===== src/rtl/bcd_arith_pkg.sv =====
package bcd_arith_pkg;
  localparam logic [3:0] OP_ADD = 4'hF;
  localparam logic [3:0] OP_SUB = 4'hE;
  localparam logic [3:0] OP_MUL = 4'hD;

  typedef enum logic {ST_IDLE, ST_CALC} arith_state_e;
endpackage


===== src/rtl/bcd_to_bin.sv =====
module bcd_to_bin #(
  parameter int DIGITS = 2,
  parameter int BIN_W  = 7
) (
  input  logic [4*DIGITS-1:0] bcd_i,
  output logic [BIN_W-1:0]    bin_o
);
  logic [BIN_W-1:0] acc;

  // Horner evaluation, most significant digit first
  always_comb begin
    acc = '0;
    for (int k = DIGITS - 1; k >= 0; k--) begin
      acc = acc * BIN_W'(10) + {{(BIN_W-4){1'b0}}, bcd_i[4*k +: 4]};
    end
  end

  assign bin_o = acc;
endmodule


===== src/rtl/bin_alu.sv =====
module bin_alu
  import bcd_arith_pkg::*;
#(
  parameter int IN_W  = 7,
  parameter int OUT_W = 14
) (
  input  logic [IN_W-1:0]  a_i,
  input  logic [IN_W-1:0]  b_i,
  input  logic [3:0]       op_i,
  output logic [OUT_W-1:0] res_o
);
  logic [OUT_W-1:0] a_ext, b_ext;

  assign a_ext = OUT_W'(a_i);
  assign b_ext = OUT_W'(b_i);

  always_comb begin
    unique case (op_i)
      OP_ADD:  res_o = a_ext + b_ext;
      OP_SUB:  res_o = a_ext - b_ext;
      OP_MUL:  res_o = a_ext * b_ext;
      default: res_o = '0;
    endcase
  end
endmodule


===== src/rtl/bin_to_bcd_seq.sv =====
module bin_to_bcd_seq #(
  parameter int BIN_W  = 14,
  parameter int DIGITS = 4
) (
  input  logic                clk_i,
  input  logic                rst_ni,
  input  logic                load_i,
  input  logic [BIN_W-1:0]    bin_i,
  output logic                active_o,
  output logic                done_o,
  output logic [4*DIGITS-1:0] bcd_o
);
  localparam int BCD_W = 4 * DIGITS;
  localparam int CNT_W = $clog2(BIN_W + 1);

  logic [BIN_W-1:0] sh_q;
  logic [BCD_W-1:0] acc_q, adj, acc_nxt;
  logic [CNT_W-1:0] cnt_q;

  // add 3 to any digit of 5 or more before each shift
  for (genvar k = 0; k < DIGITS; k++) begin : g_adj
    assign adj[4*k +: 4] = (acc_q[4*k +: 4] >= 4'd5) ? acc_q[4*k +: 4] + 4'd3
                                                      : acc_q[4*k +: 4];
  end

  assign acc_nxt = {adj[BCD_W-2:0], sh_q[BIN_W-1]};

  always_ff @(posedge clk_i or negedge rst_ni) begin
    if (!rst_ni) begin
      sh_q     <= '0;
      acc_q    <= '0;
      cnt_q    <= '0;
      active_o <= 1'b0;
      done_o   <= 1'b0;
      bcd_o    <= '0;
    end else begin
      done_o <= 1'b0;
      if (load_i) begin
        sh_q     <= bin_i;
        acc_q    <= '0;
        cnt_q    <= CNT_W'(BIN_W);
        active_o <= 1'b1;
      end else if (active_o) begin
        sh_q  <= sh_q << 1;
        acc_q <= acc_nxt;
        cnt_q <= cnt_q - 1'b1;
        if (cnt_q == CNT_W'(1)) begin
          active_o <= 1'b0;
          done_o   <= 1'b1;
          bcd_o    <= acc_nxt;
        end
      end
    end
  end
endmodule


===== src/rtl/bcd_arith_unit.sv =====
module bcd_arith_unit
  import bcd_arith_pkg::*;
#(
  parameter int DIGITS_IN  = 2,
  parameter int DIGITS_OUT = 4
) (
  input  logic                    clk_i,
  input  logic                    rst_ni,
  input  logic                    start_i,
  input  logic [3:0]              op_sel_i,
  input  logic [4*DIGITS_IN-1:0]  opd_a_i,
  input  logic [4*DIGITS_IN-1:0]  opd_b_i,
  output logic                    busy_o,
  output logic                    done_o,
  output logic [4*DIGITS_OUT-1:0] result_o
);
  localparam int OPB_W = $clog2(10 ** DIGITS_IN);
  localparam int RESB_W = $clog2(10 ** DIGITS_OUT);

  arith_state_e     state_q;
  logic [OPB_W-1:0] a_bin, b_bin, a_q, b_q;
  logic [3:0]       op_q;
  logic [RESB_W-1:0] alu_res;
  logic             conv_active, accept;

  bcd_to_bin #(.DIGITS(DIGITS_IN), .BIN_W(OPB_W)) u_cvt_a (
    .bcd_i(opd_a_i), .bin_o(a_bin)
  );
  bcd_to_bin #(.DIGITS(DIGITS_IN), .BIN_W(OPB_W)) u_cvt_b (
    .bcd_i(opd_b_i), .bin_o(b_bin)
  );

  assign busy_o = (state_q == ST_CALC) | conv_active;
  assign accept = start_i & ~busy_o;

  // operands captured in binary; the ALU works from registers
  always_ff @(posedge clk_i or negedge rst_ni) begin
    if (!rst_ni) begin
      state_q <= ST_IDLE;
      a_q     <= '0;
      b_q     <= '0;
      op_q    <= '0;
    end else begin
      unique case (state_q)
        ST_IDLE: if (accept) begin
          a_q     <= a_bin;
          b_q     <= b_bin;
          op_q    <= op_sel_i;
          state_q <= ST_CALC;
        end
        ST_CALC: state_q <= ST_IDLE;
        default: state_q <= ST_IDLE;
      endcase
    end
  end

  bin_alu #(.IN_W(OPB_W), .OUT_W(RESB_W)) u_alu (
    .a_i(a_q), .b_i(b_q), .op_i(op_q), .res_o(alu_res)
  );

  bin_to_bcd_seq #(.BIN_W(RESB_W), .DIGITS(DIGITS_OUT)) u_dabble (
    .clk_i    (clk_i),
    .rst_ni   (rst_ni),
    .load_i   (state_q == ST_CALC),
    .bin_i    (alu_res),
    .active_o (conv_active),
    .done_o   (done_o),
    .bcd_o    (result_o)
  );
endmodule


===== config.mk =====
export PLATFORM = sky130hd
export DESIGN_NAME = bcd_arith_unit
export DESIGN_NICKNAME = d
export VERILOG_FILES = /design/src/rtl/bcd_arith_pkg.sv /design/src/rtl/bcd_to_bin.sv /design/src/rtl/bin_alu.sv /design/src/rtl/bin_to_bcd_seq.sv /design/src/rtl/bcd_arith_unit.sv
export SDC_FILE = /design/constraint.sdc
export NUM_CORES = 1
export LEC_CHECK = 0
export BUFFER_PORTS_ARGS = -buffer_cell sky130_fd_sc_hd__buf_4
export CAP_MARGIN = 20
export CORE_MARGIN = 4
export CORE_UTILIZATION = 68
export CTS_BUF_LIST = sky130_fd_sc_hd__clkbuf_8
export DETAILED_ROUTE_END_ITERATION = 8
export PLACE_DENSITY_LB_ADDON = 0.05
export SYNTH_ARGS = -nofsm -noshare
export SYNTH_HDL_FRONTEND = slang
export SYNTH_SLANG_ARGS = --single-unit

===== constraint.sdc =====
create_clock -name clk_i -period 10.1 [get_ports clk_i]
set_input_delay 0.505 -clock clk_i [delete_from_list [all_inputs] [get_ports clk_i]]
set_output_delay 0.505 -clock clk_i [all_outputs]
set_load 0.02 [all_outputs]

# [Yosys cells after proc, flatten, opt, wreduce, memory -nomap -nowiden]
# Index checks and enable logic that the tools add are counted.
[word_totals] regBits=71 in_bits=23 elab_cells=56
[classes] n_addsub=9 multipliers=3 magnitude_cmp=4 n_eq_ne=4 n_mux=19 bitwise_logic=4 n_reduce_logical=3
[op_table] cell="case mux 14 bit (3 select lines)" count=1
[op_table] cell="two-way mux 16 bit" count=2
[op_table] cell="two-way mux 14 bit" count=2
[op_table] cell="two-way mux 4 bit" count=5
[op_table] cell="greater-or-equal comparator 4 x 3 -> 1 bit (second input constant)" count=4
[op_table] cell="adder 7 x 4 -> 7 bit" count=2
[op_table] cell="multiplier 7 x 7 -> 14 bit" count=1
[op_table] cell="adder 4 x 2 -> 4 bit (second input constant)" count=3
[op_table] cell="equality test 4 bit (second input constant)" count=3
[op_table] cell="multiplier 4 x 3 -> 6 bit (second input constant)" count=2
[op_table] cell="adder 7 x 7 -> 8 bit" count=1
[op_table] cell="subtractor 7 x 7 -> 8 bit" count=1
[op_table] cell="two-way mux 1 bit" count=7
[op_table] cell="equality test 4 x 1 -> 1 bit (second input constant)" count=1
[op_table] cell="subtractor 4 x 1 -> 4 bit (second input constant)" count=1
[op_table] cell="adder 3 x 2 -> 3 bit (second input constant)" count=1
[op_table] cell="two-way mux 3 bit" count=1
[op_table] cell="AND reduction 3 bit" count=1
[op_table] cell="inverter 1 bit" count=2
[op_table] cell="case mux 1 bit (2 select lines)" count=1
[op_table] cell="AND reduction 2 bit" count=1
[op_table] cell="nonzero test 2 bit" count=1
[op_table] cell="AND 1 bit" count=1
[op_table] cell="bitwise OR 1 bit" count=1

# [Depth between registers and ports, before layout]
[logic_depth] word_depth=5 ltp_mapped=17 mapped_depth_nobuf=17

# [Hierarchy]
# From an unflattened synthesis, not the netlist that was laid out.
[hier_totals] cells_unflattened=612 hier_area_um2=6039.5
[modules_own_cells] module="bin_to_bcd_seq" n_inst=1 cells_per_inst=257 area_per_inst_um2=2652.5
[modules_own_cells] module="bin_alu" n_inst=1 cells_per_inst=270 area_per_inst_um2=2184.6
[modules_own_cells] module="bcd_arith_unit" n_inst=1 cells_per_inst=41 area_per_inst_um2=762.0
[modules_own_cells] module="bcd_to_bin" n_inst=2 cells_per_inst=22 area_per_inst_um2=220.2

# [Worst setup path after synthesis]
# No wires, ideal clock.
[synth_timing] path_kind="register to register" start="register a_q[3]" end="register u_dabble.sh_q[11]" setup_time_ns=0.124 arrival_time_ns=4.324 t_required_ns=9.976 slack_ns=5.652 stages_incl_launch_ff=17 period_less_slack_ns=4.448 cell_sequence="dfrtp_1 > ha_1 > fa_1 > inv_1 > fa_1 > inv_1 > fa_1 > inv_1 > fa_1 > inv_1 > ha_1 > a21oi_1 > o21ai_1 > or3_1 > a21oi_1 > xnor2_1 > a211o_1"
[synth_between] elab_chain_len=3
[synth_rtl] item="from (decl)" line_no="bcd_arith_unit.sv:21" text="logic [OPB_W-1:0] a_bin, b_bin, a_q, b_q;"
[synth_rtl] item="from (signal assigned)" line_no="bcd_arith_unit.sv:46" text="a_q <= a_bin;"
[synth_rtl] item="multiplier 7 x 7 -> 14 bit / subtractor 7 x 7 -> 8 bit (equally long branches)" line_no="bin_alu.sv:21, bin_alu.sv:20"
[synth_rtl] item="case mux 14 bit (3 select lines) (*)" line_no="bin_alu.sv:18" text="unique case (op_i)"
[synth_rtl] item="two-way mux 14 bit (*)" line_no="bin_to_bcd_seq.sv:38" text="if (load_i) begin"
[synth_rtl] item="to (signal assigned)" line_no="bin_to_bcd_seq.sv:39" text="sh_q <= bin_i;"
[synth_rtl] item="to (signal assigned)" line_no="bin_to_bcd_seq.sv:44" text="sh_q <= sh_q << 1;"
[synth_rtl] item="to (decl)" line_no="bin_to_bcd_seq.sv:16" text="logic [BIN_W-1:0] sh_q;"
# Mark *: on every way between the ends. The rest lies on a longest branch, timed or not.
# A chain may end at the register's enable or synchronous reset.

# [Worst setup path after layout]
# Same ends and word-level chain as after synthesis.

==> impl_metrics.toml <==
[run_status]
status = "completed"

[synthesis]
synth_area_mm2 = 0.00588
yosysWarnings = 0
synth_most_common_cell = "dfrtp_1"
ys.flop_type = "dfrtp_1"
synth_top_cell_by_area = "dfrtp_1"
synth_top_area_frac = 0.302
ys_ff_latch = 71
ys_seq_area_frac = 0.302
syn-instance-count = 628
synth_fp_nets = 749
synth_area_leaders = "dfrtp_1 30%, ha_1 14%, fa_1 10%, o21ai_0 4.3%, inv_1 3.8%"
avgSynthCellArea_um2 = 9.36
synth_compound_area_frac = 0.148
synth_edf_count = 0
synthMuxAreaShare = 0.0438
synth-xor-area-share = 0.0402
synth_top_family_by_area = "adder cells"
synth_adder_area_share = 0.247
netlist_top_cells_count = "71 x dfrtp_1, 68 x ha_1, 60 x inv_1"
async_flop_share = 1.00
synth-simple-area-share = 0.164
yosysUniqueCellTypes = 65

[cts]
hold_buffers = 0
cts-root-buf = "clkbuf_8"
post_cts_buffers = 0
clk_pin_slew_worst_paths_ns = 0.08
clk_path_buf_depth = 2
cts_buffers = 9
cts_sinks = 71
htreeDepth = 3
clock_latency_ns = 0.36
tritoncts = "built"
ctsResizeCount = 0

[routing]
wl_per_cell_um = 16.4
ant_nets = 0
drc = 0
vias = 4594
routed_wl_um = 12700
dr.pass1.iters = 4
vias_per_cell = 5.94
drt_first_iter_violations = 271

[placed_design]
dpl.cell_count = 758
hpwl_um = 9750
place.gp.congestion = 0.991
port_buffers = 40

[critical_path]
path_max_fanout = 9
endpoint_kind = "flop"
reg2reg_setup_slack_ns = 5.36
timing.rr.end = "u_dabble.sh_q[11]"
critPathArrivalTime_ns = 4.98
crit_type = "reg -> reg"
startpoint_type = "flop"
rr_worst_depth = 16
rr_startpoint = "a_q[3]"
cp.required_ns = 10.34

[power_and_ir_drop]
ir_worst_vdd_uv = 247
p_leak_nw = 3.34
p_total_mw = 2.37
power.density_mw_per_mm2 = 367

[sta]
setup_viol = 0
tightest_slew_ns = 0.870
hold_viol = 0
fin_skew_ns = 0.00772
post-route-period-util = 0.469
relSlewSlack = 0.420
grt_setup_unrepaired = "false"
fin_setup_tns_ns = 0
maxSlewViolCount = 0
fin_crit_ns = 4.74
fmax_mhz = 211

[final_layout]
layoutNonFillerInstCount = 774
final_core_util = 0.778
layout.nets = 785
area_growth_pct = 9.79
fill_cells = 583
antennaDiodeCount = 0
drive_gt1_frac = 0.117

[floorplanning]
row_count = 33
start_util = 0.708
core_mm2 = 0.00830
die_x_um = 101
die_area_mm2 = 0.0102
die_height_um = 101
ios = 41

[global_routing]
grtUsageTotal = 0.269
grt_pass1_vias = 4769
antenna_found_initial = 0
grt.overflow.total = 0
grt_max_degree = 72
grt_pass1_wl_um = 21800

[job]
cap_violations = 0

[min_path]
hold_path_class = "in -> async"
power breakdown:
part	internal [mW]	switching [mW]
sequential	0.400	0.159
clock	0.122	0.121
combinational	0.689	0.876
cell type report:
cell class	instances	area [um^2]	area share
Multi-Input combinational cell	476	3780	0.586
Sequential cell	71	1780	0.275
Timing Repair Buffer	43	323	0.0500
Inverter	63	236	0.0366
Clock buffer	10	138	0.0213
Tap cell	105	131	0.0204
Clock inverter	6	68.8	0.0107
worst max path at each step:
stage,from,end
finish,a_q[3],u_dabble.sh_q[11]
global route,a_q[3],u_dabble.sh_q[11]
CTS,a_q[3],u_dabble.sh_q[11]
detailed placement,a_q[3],u_dabble.sh_q[11]
global placement,a_q[3],u_dabble.sh_q[11]
floorplan,a_q[3],u_dabble.sh_q[11]
per-stage QoR:
step / area (um^2) / hold slack, ns / worst slack (ns)
after global placement: 6250 / 0.464 / 5.49
after global routing: 6450 / 0.317 / 5.11
after floorplan: 5880 / 0.209 / 5.65
after detailed placement: 6250 / 0.471 / 5.37
after CTS: 6450 / 0.301 / 5.35
final: 6450 / 0.235 / 5.36
critical path, stage by stage (launching register included):
cell	delay, ns
dfrtp_1	0.48
ha_1	0.31
fa_1	0.55
inv_1	0.05
fa_1	0.48
inv_1	0.06
fa_1	0.53
inv_1	0.06
fa_1	0.52
inv_1	0.04
ha_1	0.34
a21oi_1	0.19
o21ai_1	0.14
or3_1	0.33
a21oi_1	0.17
xnor2_1	0.08
a211o_1	0.28
placed cells by master, fill, tap and decap left out, drive strengths merged, types with 2 or more instances in the layout:
master   Yosys  final
dfrtp       71     71
ha          68     68
inv         62     63
nand2       59     59
o21ai       52     52
nor2        46     46
buf          8     43
a21oi       36     36
fa          30     30
and2        27     27
mux2i       19     19
xnor2       17     17
nand3       11     11
xor2        10     10
clkbuf      10     10
nand2b       9      9
a21o         8      8
nor2b        8      8
a211oi       8      8
nor3b        7      7
mux2         6      6
a211o        5      5
and3         5      5
or3          4      4
nor3         4      4
clkinv       1      4
o211ai       3      3
o22ai        3      3
nor4         3      3
o21a         3      3
nand4        2      2
o311ai       2      2
o221ai       2      2
nand4b       2      2
o2111ai      2      2
o41ai        2      2
metal layers:
| layer | part of all wire | GRT usage | vias up |
|---|---|---|---|
| li1 | - | - | 2215 |
| met1 | 0.43 | 0.341 | 2236 |
| met2 | 0.51 | 0.462 | 107 |
| met3 | 0.036 | 0.0374 | 36 |
| met4 | 0.029 | 0.112 | 0 |
| met5 | 0 | 0 | - |
state kept, by name, summed over array words and instances, names as in the netlist:
name / cells
state_q: 1
u_dabble.done_o: 1
u_dabble.bcd_o: 16
u_dabble.active_o: 1
a_q: 7
u_dabble.acc_q: 16
b_q: 7
u_dabble.cnt_q: 4
op_q: 4
u_dabble.sh_q: 14
logic make-up (layout without fill, tap and decap cells):
group / count (synthesis) / count (layout)
DFF: 71 / 71
muxes: 25 / 25
buffers and inverters: 81 / 122
xor gates and xnor gates: 27 / 27
and+or+nand+nor: 189 / 189
adders and majority gates: 98 / 98
AOI/OAI and AO/OA: 137 / 137
No activity file was read; power rests on OpenSTA's default activity.
